### config.mk
export PLATFORM = sky130hd
export DESIGN_NAME = irq_cascade_ctl
export DESIGN_NICKNAME = d
export VERILOG_FILES = /design/src/rtl/irq_cascade_pkg.sv /design/src/rtl/irq_cascade_decode.sv /design/src/rtl/irq_cascade_setclr.sv /design/src/rtl/irq_cascade_pending.sv /design/src/rtl/irq_cascade_ctl.sv
export SDC_FILE = /design/constraint.sdc
export NUM_CORES = 1
export LEC_CHECK = 0
export BUFFER_PORTS_ARGS = -buffer_cell sky130_fd_sc_hd__buf_4
export CORE_UTILIZATION = 25
export CTS_CLUSTER_SIZE = 25
export DETAILED_ROUTE_END_ITERATION = 10
export PLACE_DENSITY = 0.4
export SYNTH_ARGS = -nofsm -noshare
export SYNTH_HDL_FRONTEND = slang
export SYNTH_HIERARCHICAL = 1
export SYNTH_SLANG_ARGS = --single-unit
### constraint.sdc
create_clock -name clk -period 2.6 [get_ports clk]
set_input_delay 0.52 -clock clk [delete_from_list [all_inputs] [get_ports clk]]
set_output_delay 0.52 -clock clk [all_outputs]
set_load 0.1 [all_outputs]
### src/rtl/irq_cascade_pkg.sv
package irq_cascade_pkg;

    // Word index of each register (byte offset divided by four)
    localparam int IDX_STATUS = 0;
    localparam int IDX_EN_SET = 1;
    localparam int IDX_EN_CLR = 2;
    localparam int IDX_MK_SET = 3;
    localparam int IDX_MK_CLR = 4;

    typedef enum logic [2:0] {
        SEL_STATUS,
        SEL_EN_SET,
        SEL_EN_CLR,
        SEL_MK_SET,
        SEL_MK_CLR,
        SEL_NONE
    } reg_sel_e;

endpackage

### src/rtl/irq_cascade_decode.sv
module irq_cascade_decode
    import irq_cascade_pkg::*;
#(
    parameter int ADDR_W = 8
) (
    input  logic [ADDR_W-1:0] addr,
    output reg_sel_e          sel
);
    localparam int WIDX_W = ADDR_W - 2;

    logic [WIDX_W-1:0] widx;
    logic              aligned;

    assign widx    = addr[ADDR_W-1:2];
    assign aligned = (addr[1:0] == 2'b00);

    always_comb begin
        sel = SEL_NONE;
        if (aligned) begin
            unique case (widx)
                WIDX_W'(IDX_STATUS): sel = SEL_STATUS;
                WIDX_W'(IDX_EN_SET): sel = SEL_EN_SET;
                WIDX_W'(IDX_EN_CLR): sel = SEL_EN_CLR;
                WIDX_W'(IDX_MK_SET): sel = SEL_MK_SET;
                WIDX_W'(IDX_MK_CLR): sel = SEL_MK_CLR;
                default:             sel = SEL_NONE;
            endcase
        end
    end
endmodule

### src/rtl/irq_cascade_setclr.sv
module irq_cascade_setclr #(
    parameter int W = 16
) (
    input  logic         clk,
    input  logic         rst_n,
    input  logic         set_stb,
    input  logic         clr_stb,
    input  logic [W-1:0] bits,
    output logic [W-1:0] q
);
    logic [W-1:0] q_r;

    always_ff @(posedge clk) begin
        if (!rst_n) begin
            q_r <= '0;
        end else if (set_stb) begin
            q_r <= q_r | bits;
        end else if (clr_stb) begin
            q_r <= q_r & ~bits;
        end
    end

    assign q = q_r;
endmodule

### src/rtl/irq_cascade_pending.sv
module irq_cascade_pending #(
    parameter int W = 16
) (
    input  logic         clk,
    input  logic         rst_n,
    input  logic [W-1:0] src,
    input  logic [W-1:0] en,
    input  logic         ack_stb,
    input  logic [W-1:0] ack_bits,
    output logic [W-1:0] pend
);
    for (genvar i = 0; i < W; i++) begin : g_bit
        logic bit_q;
        always_ff @(posedge clk) begin
            if (!rst_n) begin
                bit_q <= 1'b0;
            end else if (ack_stb && ack_bits[i]) begin
                bit_q <= 1'b0;
            end else if (src[i] && en[i]) begin
                bit_q <= 1'b1;
            end
        end
        assign pend[i] = bit_q;
    end
endmodule

### src/rtl/irq_cascade_ctl.sv
module irq_cascade_ctl
    import irq_cascade_pkg::*;
#(
    parameter int NSRC   = 16,
    parameter int ADDR_W = 8
) (
    input  logic              clk,
    input  logic              rst_n,
    input  logic              bus_wr,
    input  logic              bus_rd,
    input  logic [ADDR_W-1:0] bus_addr,
    input  logic [NSRC-1:0]   bus_wdata,
    output logic [NSRC-1:0]   bus_rdata,
    input  logic [NSRC-1:0]   src_in,
    output logic              host_irq_n
);
    reg_sel_e        sel;
    logic [NSRC-1:0] en_q;
    logic [NSRC-1:0] mask_q;
    logic [NSRC-1:0] pend_q;
    logic [NSRC-1:0] rd_mux;
    logic [NSRC-1:0] rdata_q;

    irq_cascade_decode #(.ADDR_W(ADDR_W)) u_dec (
        .addr (bus_addr),
        .sel  (sel)
    );

    irq_cascade_setclr #(.W(NSRC)) u_en (
        .clk     (clk),
        .rst_n   (rst_n),
        .set_stb (bus_wr && (sel == SEL_EN_SET)),
        .clr_stb (bus_wr && (sel == SEL_EN_CLR)),
        .bits    (bus_wdata),
        .q       (en_q)
    );

    irq_cascade_setclr #(.W(NSRC)) u_mask (
        .clk     (clk),
        .rst_n   (rst_n),
        .set_stb (bus_wr && (sel == SEL_MK_SET)),
        .clr_stb (bus_wr && (sel == SEL_MK_CLR)),
        .bits    (bus_wdata),
        .q       (mask_q)
    );

    irq_cascade_pending #(.W(NSRC)) u_pend (
        .clk      (clk),
        .rst_n    (rst_n),
        .src      (src_in),
        .en       (en_q),
        .ack_stb  (bus_wr && (sel == SEL_STATUS)),
        .ack_bits (bus_wdata),
        .pend     (pend_q)
    );

    always_comb begin
        unique case (sel)
            SEL_STATUS:             rd_mux = pend_q;
            SEL_EN_SET, SEL_EN_CLR: rd_mux = en_q;
            SEL_MK_SET, SEL_MK_CLR: rd_mux = mask_q;
            default:                rd_mux = '0;
        endcase
    end

    always_ff @(posedge clk) begin
        if (!rst_n) begin
            rdata_q <= '0;
        end else if (bus_rd) begin
            rdata_q <= rd_mux;
        end
    end

    assign bus_rdata  = rdata_q;
    assign host_irq_n = ~|(pend_q & en_q & mask_q);
endmodule

# [Word-level counts from Yosys, hierarchy flattened]
# Cells that the tools add are included.
# W data, S select, Z words.
[op_classes] reduce_logical=62 n_eq_ne=8 mux=7 bitwise=8
[ops] op="$and A16 B16 Y16" count=4
[ops] op="$mux W16" count=4
[ops] op="$pmux W16 S3" count=1
[ops] op="$logic_and A1 B1 Y1" count=37
[ops] op="$reduce_or A2 Y1" count=18
[ops] op="$or A16 B16 Y16" count=2
[ops] op="$not A16 Y16" count=1
[ops] op="$reduce_or A16 Y1" count=1
[ops] op="$pmux W3 S5" count=1
[ops] op="$eq A6 B2 Y1 const B" count=2
[ops] op="$eq A3 B2 Y1 const B" count=2
[ops] op="$eq A6 B1 Y1 const B" count=1
[ops] op="$eq A6 B3 Y1 const B" count=1
[ops] op="$logic_not A6 Y1" count=1
[ops] op="$reduce_bool A2 Y1" count=2
[ops] op="$eq A3 B1 Y1 const B" count=1
[ops] op="$eq A3 B3 Y1 const B" count=1
[ops] op="$logic_not A3 Y1" count=1
[ops] op="$mux W3" count=1
[ops] op="$logic_not A2 Y1" count=1
[ops] op="$logic_not A1 Y1" count=1
[ops] op="$not A1 Y1" count=1
[totals] reg_bits=64 out_inout_bits=17 elab_cells=104

# [Longest topological paths before layout]
[depth] depth_word=7 mapped_depth=10 depth_no_buf=7

# [Cells and area by module]
# Netlist, hierarchy kept.
[by_module_without_submodules] module="irq_cascade_ctl" cells_per_inst=159 seq_area_each_um2=320.3 area_per_inst_um2=1465.2 instances=1
[by_module_without_submodules] module="irq_cascade_setclr" cells_per_inst=70 seq_area_each_um2=320.3 area_per_inst_um2=698.2 instances=2
[by_module_without_submodules] module="irq_cascade_pending" cells_per_inst=68 seq_area_each_um2=320.3 area_per_inst_um2=733.2 instances=1
[by_module_without_submodules] module="irq_cascade_decode" cells_per_inst=7 seq_area_each_um2=0.0 area_per_inst_um2=38.8 instances=1

# [Worst setup path after synthesis]
# No wires, ideal clock.
[synth_path] path_kind="register to output" startpoint="register u_pend.g_bit[13].bit_q" endpoint="output port host_irq_n" t_arrival_ns=3.524 path_buffers=1 slack_ns=-1.444 stages_incl_launch_ff=5 required_time_ns=2.080 cell_sequence="dfxtp_1 -> buf_4 -> nand3_1 -> nand4_1 -> nor4_1"
[synth_via] elab_chain_cells=4
[synth_lines] element="from (decl)" line_no="irq_cascade_pending.sv:13" rtl="logic bit_q;"
[synth_lines] element="from (signal assigned)" line_no="irq_cascade_pending.sv:16" rtl="bit_q <= 1'b0;"
[synth_lines] element="from (signal assigned)" line_no="irq_cascade_pending.sv:18" rtl="bit_q <= 1'b0;"
[synth_lines] element="from (signal assigned)" line_no="irq_cascade_pending.sv:20" rtl="bit_q <= 1'b1;"
[synth_lines] element="$and A16 B16 Y16 (2 in series)" line_no="irq_cascade_ctl.sv:75" rtl="assign host_irq_n = ~|(pend_q & en_q & mask_q);"
[synth_lines] element="$reduce_or A16 Y1" line_no="irq_cascade_ctl.sv:75"
[synth_lines] element="$logic_not A1 Y1" line_no="irq_cascade_ctl.sv:75"
[synth_lines] element="to (decl)" line_no="irq_cascade_ctl.sv:15" rtl="output logic host_irq_n"
# No other way between the ends.

==> results.sh <==
export IMPL_synthMuxAreaShare_pct=8.82
export IMPL_setup_violations=0
export IMPL_antenna_found_initial=0
export IMPL_route_vias_total=2987
export IMPL_cts_resized_gates=0
export IMPL_rows=43
export IMPL_finalPower_w=0.00240
export IMPL_r2r_end="bus_rdata[14]"
export IMPL_synth_flop_cell="dfxtp_1"
export IMPL_synth_warnings=6
export IMPL_hp_start="bus_wdata[7]"
export IMPL_clockBufferDepth=2
export IMPL_grt_max_degree=37
export IMPL_min_delay_path_depth=2
export IMPL_period_share_pct=84.4
export IMPL_reg2regPathDepth=3
export IMPL_clkPwrFrac_pct=53.7
export IMPL_grt_pass1_wl_mm=16.5
export IMPL_r2r_slack_ns=1.63
export IMPL_grt_pass1_vias=2855
export IMPL_synth_compound_area_share_pct=25.9
export IMPL_drive_gt1_share_pct=31.0
export IMPL_synth_top_family_by_area="compound AO/OA/AOI/OAI gates"
export IMPL_synth_area_top_cells="dfxtp_1 35%, mux2i_1 8.8%, a31o_1 6.3%"
export IMPL_dieArea_um2=15000
export IMPL_dp_slack_ns=0.378
export IMPL_fmax_mhz=456
export IMPL_drt_wl_total_mm=10.7
export IMPL_p_switching_w=0.000513
export IMPL_startpoint_type="flop"
export IMPL_holdPathEnd="u_pend/g_bit[7].bit_q"
export IMPL_synth_edf_count=0
export IMPL_netlist_cell_type_count=40
export IMPL_cts_hold_buf=0
export IMPL_post_cts_buffers=0
export IMPL_clock_latency_ns=0.33
export IMPL_hp_class="in2reg"
export IMPL_tns_ns=0
export IMPL_drtAntennaViolNets=0
export IMPL_grt_remaining_overflow=0
export IMPL_synth_seq_cells=64
export IMPL_cts_tree="yes"
export IMPL_tightest_slew_ns=0.392
export IMPL_drc_errors=0
export IMPL_slew_violations=0
export IMPL_path_clk_slew_ns=0.06
export IMPL_die_h_um=123
export IMPL_syn_inst=374
export IMPL_cts_buffers=9
export IMPL_design_area_um2=4380
export IMPL_combPwrFrac_pct=5.2
export IMPL_synth_top_area_share_pct=35.3
export IMPL_hpwl_mm=7.45
export IMPL_cpMaxStageDelayCell="dfxtp_1"
export IMPL_htree_levels=3
export IMPL_cp_arrival_ns=1.68
export IMPL_n_antenna_cell=0
export IMPL_cts_sinks=64
export IMPL_synth_simple_area_share_pct=18.9
export IMPL_worst_path_largest_cell_delay_ns=0.34
export IMPL_io_buffers=60
export IMPL_place_congestion=0.727
export IMPL_hold_viol=0
export IMPL_peakVddDrop_mv=0.307
export IMPL_worstPathRequired_ns=2.08
export IMPL_syn_num_nets=418
export IMPL_start_util_pct=25.9
export IMPL_setup_slack_ns=0.405
export IMPL_async_flop_share_pct=0
export IMPL_fin_nets=461
export IMPL_clock_skew_final_ns=0.00441
export IMPL_drt_iter0_drc=144
export IMPL_path_max_fanout=5
export IMPL_mostFrequentLayoutCells="77 x buf_4, 64 x dfxtp_1, 34 x nand2_1"
export IMPL_rsz0062_at_grt="no"
export IMPL_yosys_area_top_type="dfxtp_1"
export IMPL_power_density_nw_per_um2=548
export IMPL_placedCellCount=586
export IMPL_drtPass1Iterations=4
export IMPL_vias_per_cell=4.96
export IMPL_post_drt_wl_per_cell_um=17.8
export IMPL_synthAdderAreaFrac_pct=0
export IMPL_status="finished clean"
export IMPL_synth_area_um2=3630
export IMPL_yosysSeqAreaShare_pct=35.3
export IMPL_switching_share_pct=21.4
export IMPL_internal_power_w=0.00189
export IMPL_grt_total_usage_pct=15.0
export IMPL_instances_no_fill=602
export IMPL_layout_commonest_cell="buf_4"
export IMPL_maxCapViolations=0
export IMPL_coreArea_um2=14000
export IMPL_areaGrowthSynthToFinish_pct=20.6
export IMPL_clock_root_buffer="clkbuf_16"
export IMPL_p_seq_share_pct=41.0
export IMPL_synth_xor_area_share_pct=0
export IMPL_cp_end_kind="output port"
export IMPL_die_width_um=123
export IMPL_crit_chain="nand3_1 -> nand4_1 -> nor4_4 -> buf_4"
export IMPL_p_leak_nw=2.15
export IMPL_ioPinCount=61
export IMPL_critPathKind="reg2out"
export IMPL_syn_area_per_cell_um2=9.72
export IMPL_place_area_um2=4060
export IMPL_max_slew_margin_pct=73.9
export IMPL_period_needed_ns=2.20
[power by group through the flow]
| stage | Sequential (W) | Combinational, W | Clock, W |
|---|---|---|---|
| floorplan | 0.00101 | 0.0000464 | 0 |
| global placement | 0.00101 | 0.000127 | 0 |
| detailed placement | 0.00101 | 0.000127 | 0 |
| CTS | 0.000984 | 0.000128 | 0.00132 |
| global route | 0.000984 | 0.000134 | 0.00138 |
| finish | 0.000985 | 0.000126 | 0.00129 |
[layout make-up]
type | instances | area [um2]
multi-input combinational | 264 | 1970
tap | 180 | 225
clock buffer | 14 | 284
timing repair buffer | 77 | 578
sequential | 64 | 1280
clock inverter | 2 | 35.0
fill | 1480 | 9660
inverter | 1 | 3.75
[synthesized netlist by cell type, types with 7 or more instances]
cell	number
a21o_1	16
a21oi_1	17
nand3_1	17
buf_6	13
and3_1	23
dfxtp_1	64
o221a_1	10
o22ai_1	16
mux2i_1	32
and2b_1	9
nor2b_1	8
and3_2	7
nand2_1	34
buf_4	20
a211oi_2	10
a31o_1	26
[metrics by stage]
step                hold slack [ns]  util (%)
global route                  0.400      31.2
finish                        0.410      31.2
CTS                           0.399      31.2
global placement              0.514      28.9
floorplan                     0.494         -
detailed placement            0.525      28.9
[logic make-up after synthesis]
group,Yosys count
compound gates,114
buf+inv,46
flops,64
mux,32
simple gates,118
[critical path, delay by kind of cell (launching register included)]
| family | cells | cell delay [ns] |
|---|---|---|
| buffers and inverters | 1 | 0.33 |
| and+or+nand+nor | 3 | 0.67 |
| DFF | 1 | 0.34 |
[layer usage]
layer / global-route usage [%] / part of all wire [%] / vias up
met5: 0 / 0 / -
met4: 5.26 / 1.4 / 0
met3: 2.97 / 3.2 / 8
met2: 24.9 / 48 / 52
met1: 19.3 / 47 / 1447
li1: - / - / 1480
[how the worst max path moves through the flow]
stage,from,end,slack (ns),depth (start not counted)
floorplan,u_pend/g_bit[13].bit_q,host_irq_n,0.34,4
global placement,bus_addr[1],flop,0.41,7
detailed placement,bus_addr[1],flop,0.38,6
CTS,flop,host_irq_n,0.38,4
global route,flop,host_irq_n,0.31,4
finish,flop,host_irq_n,0.40,4
No activity file was read; power rests on OpenSTA's default activity.
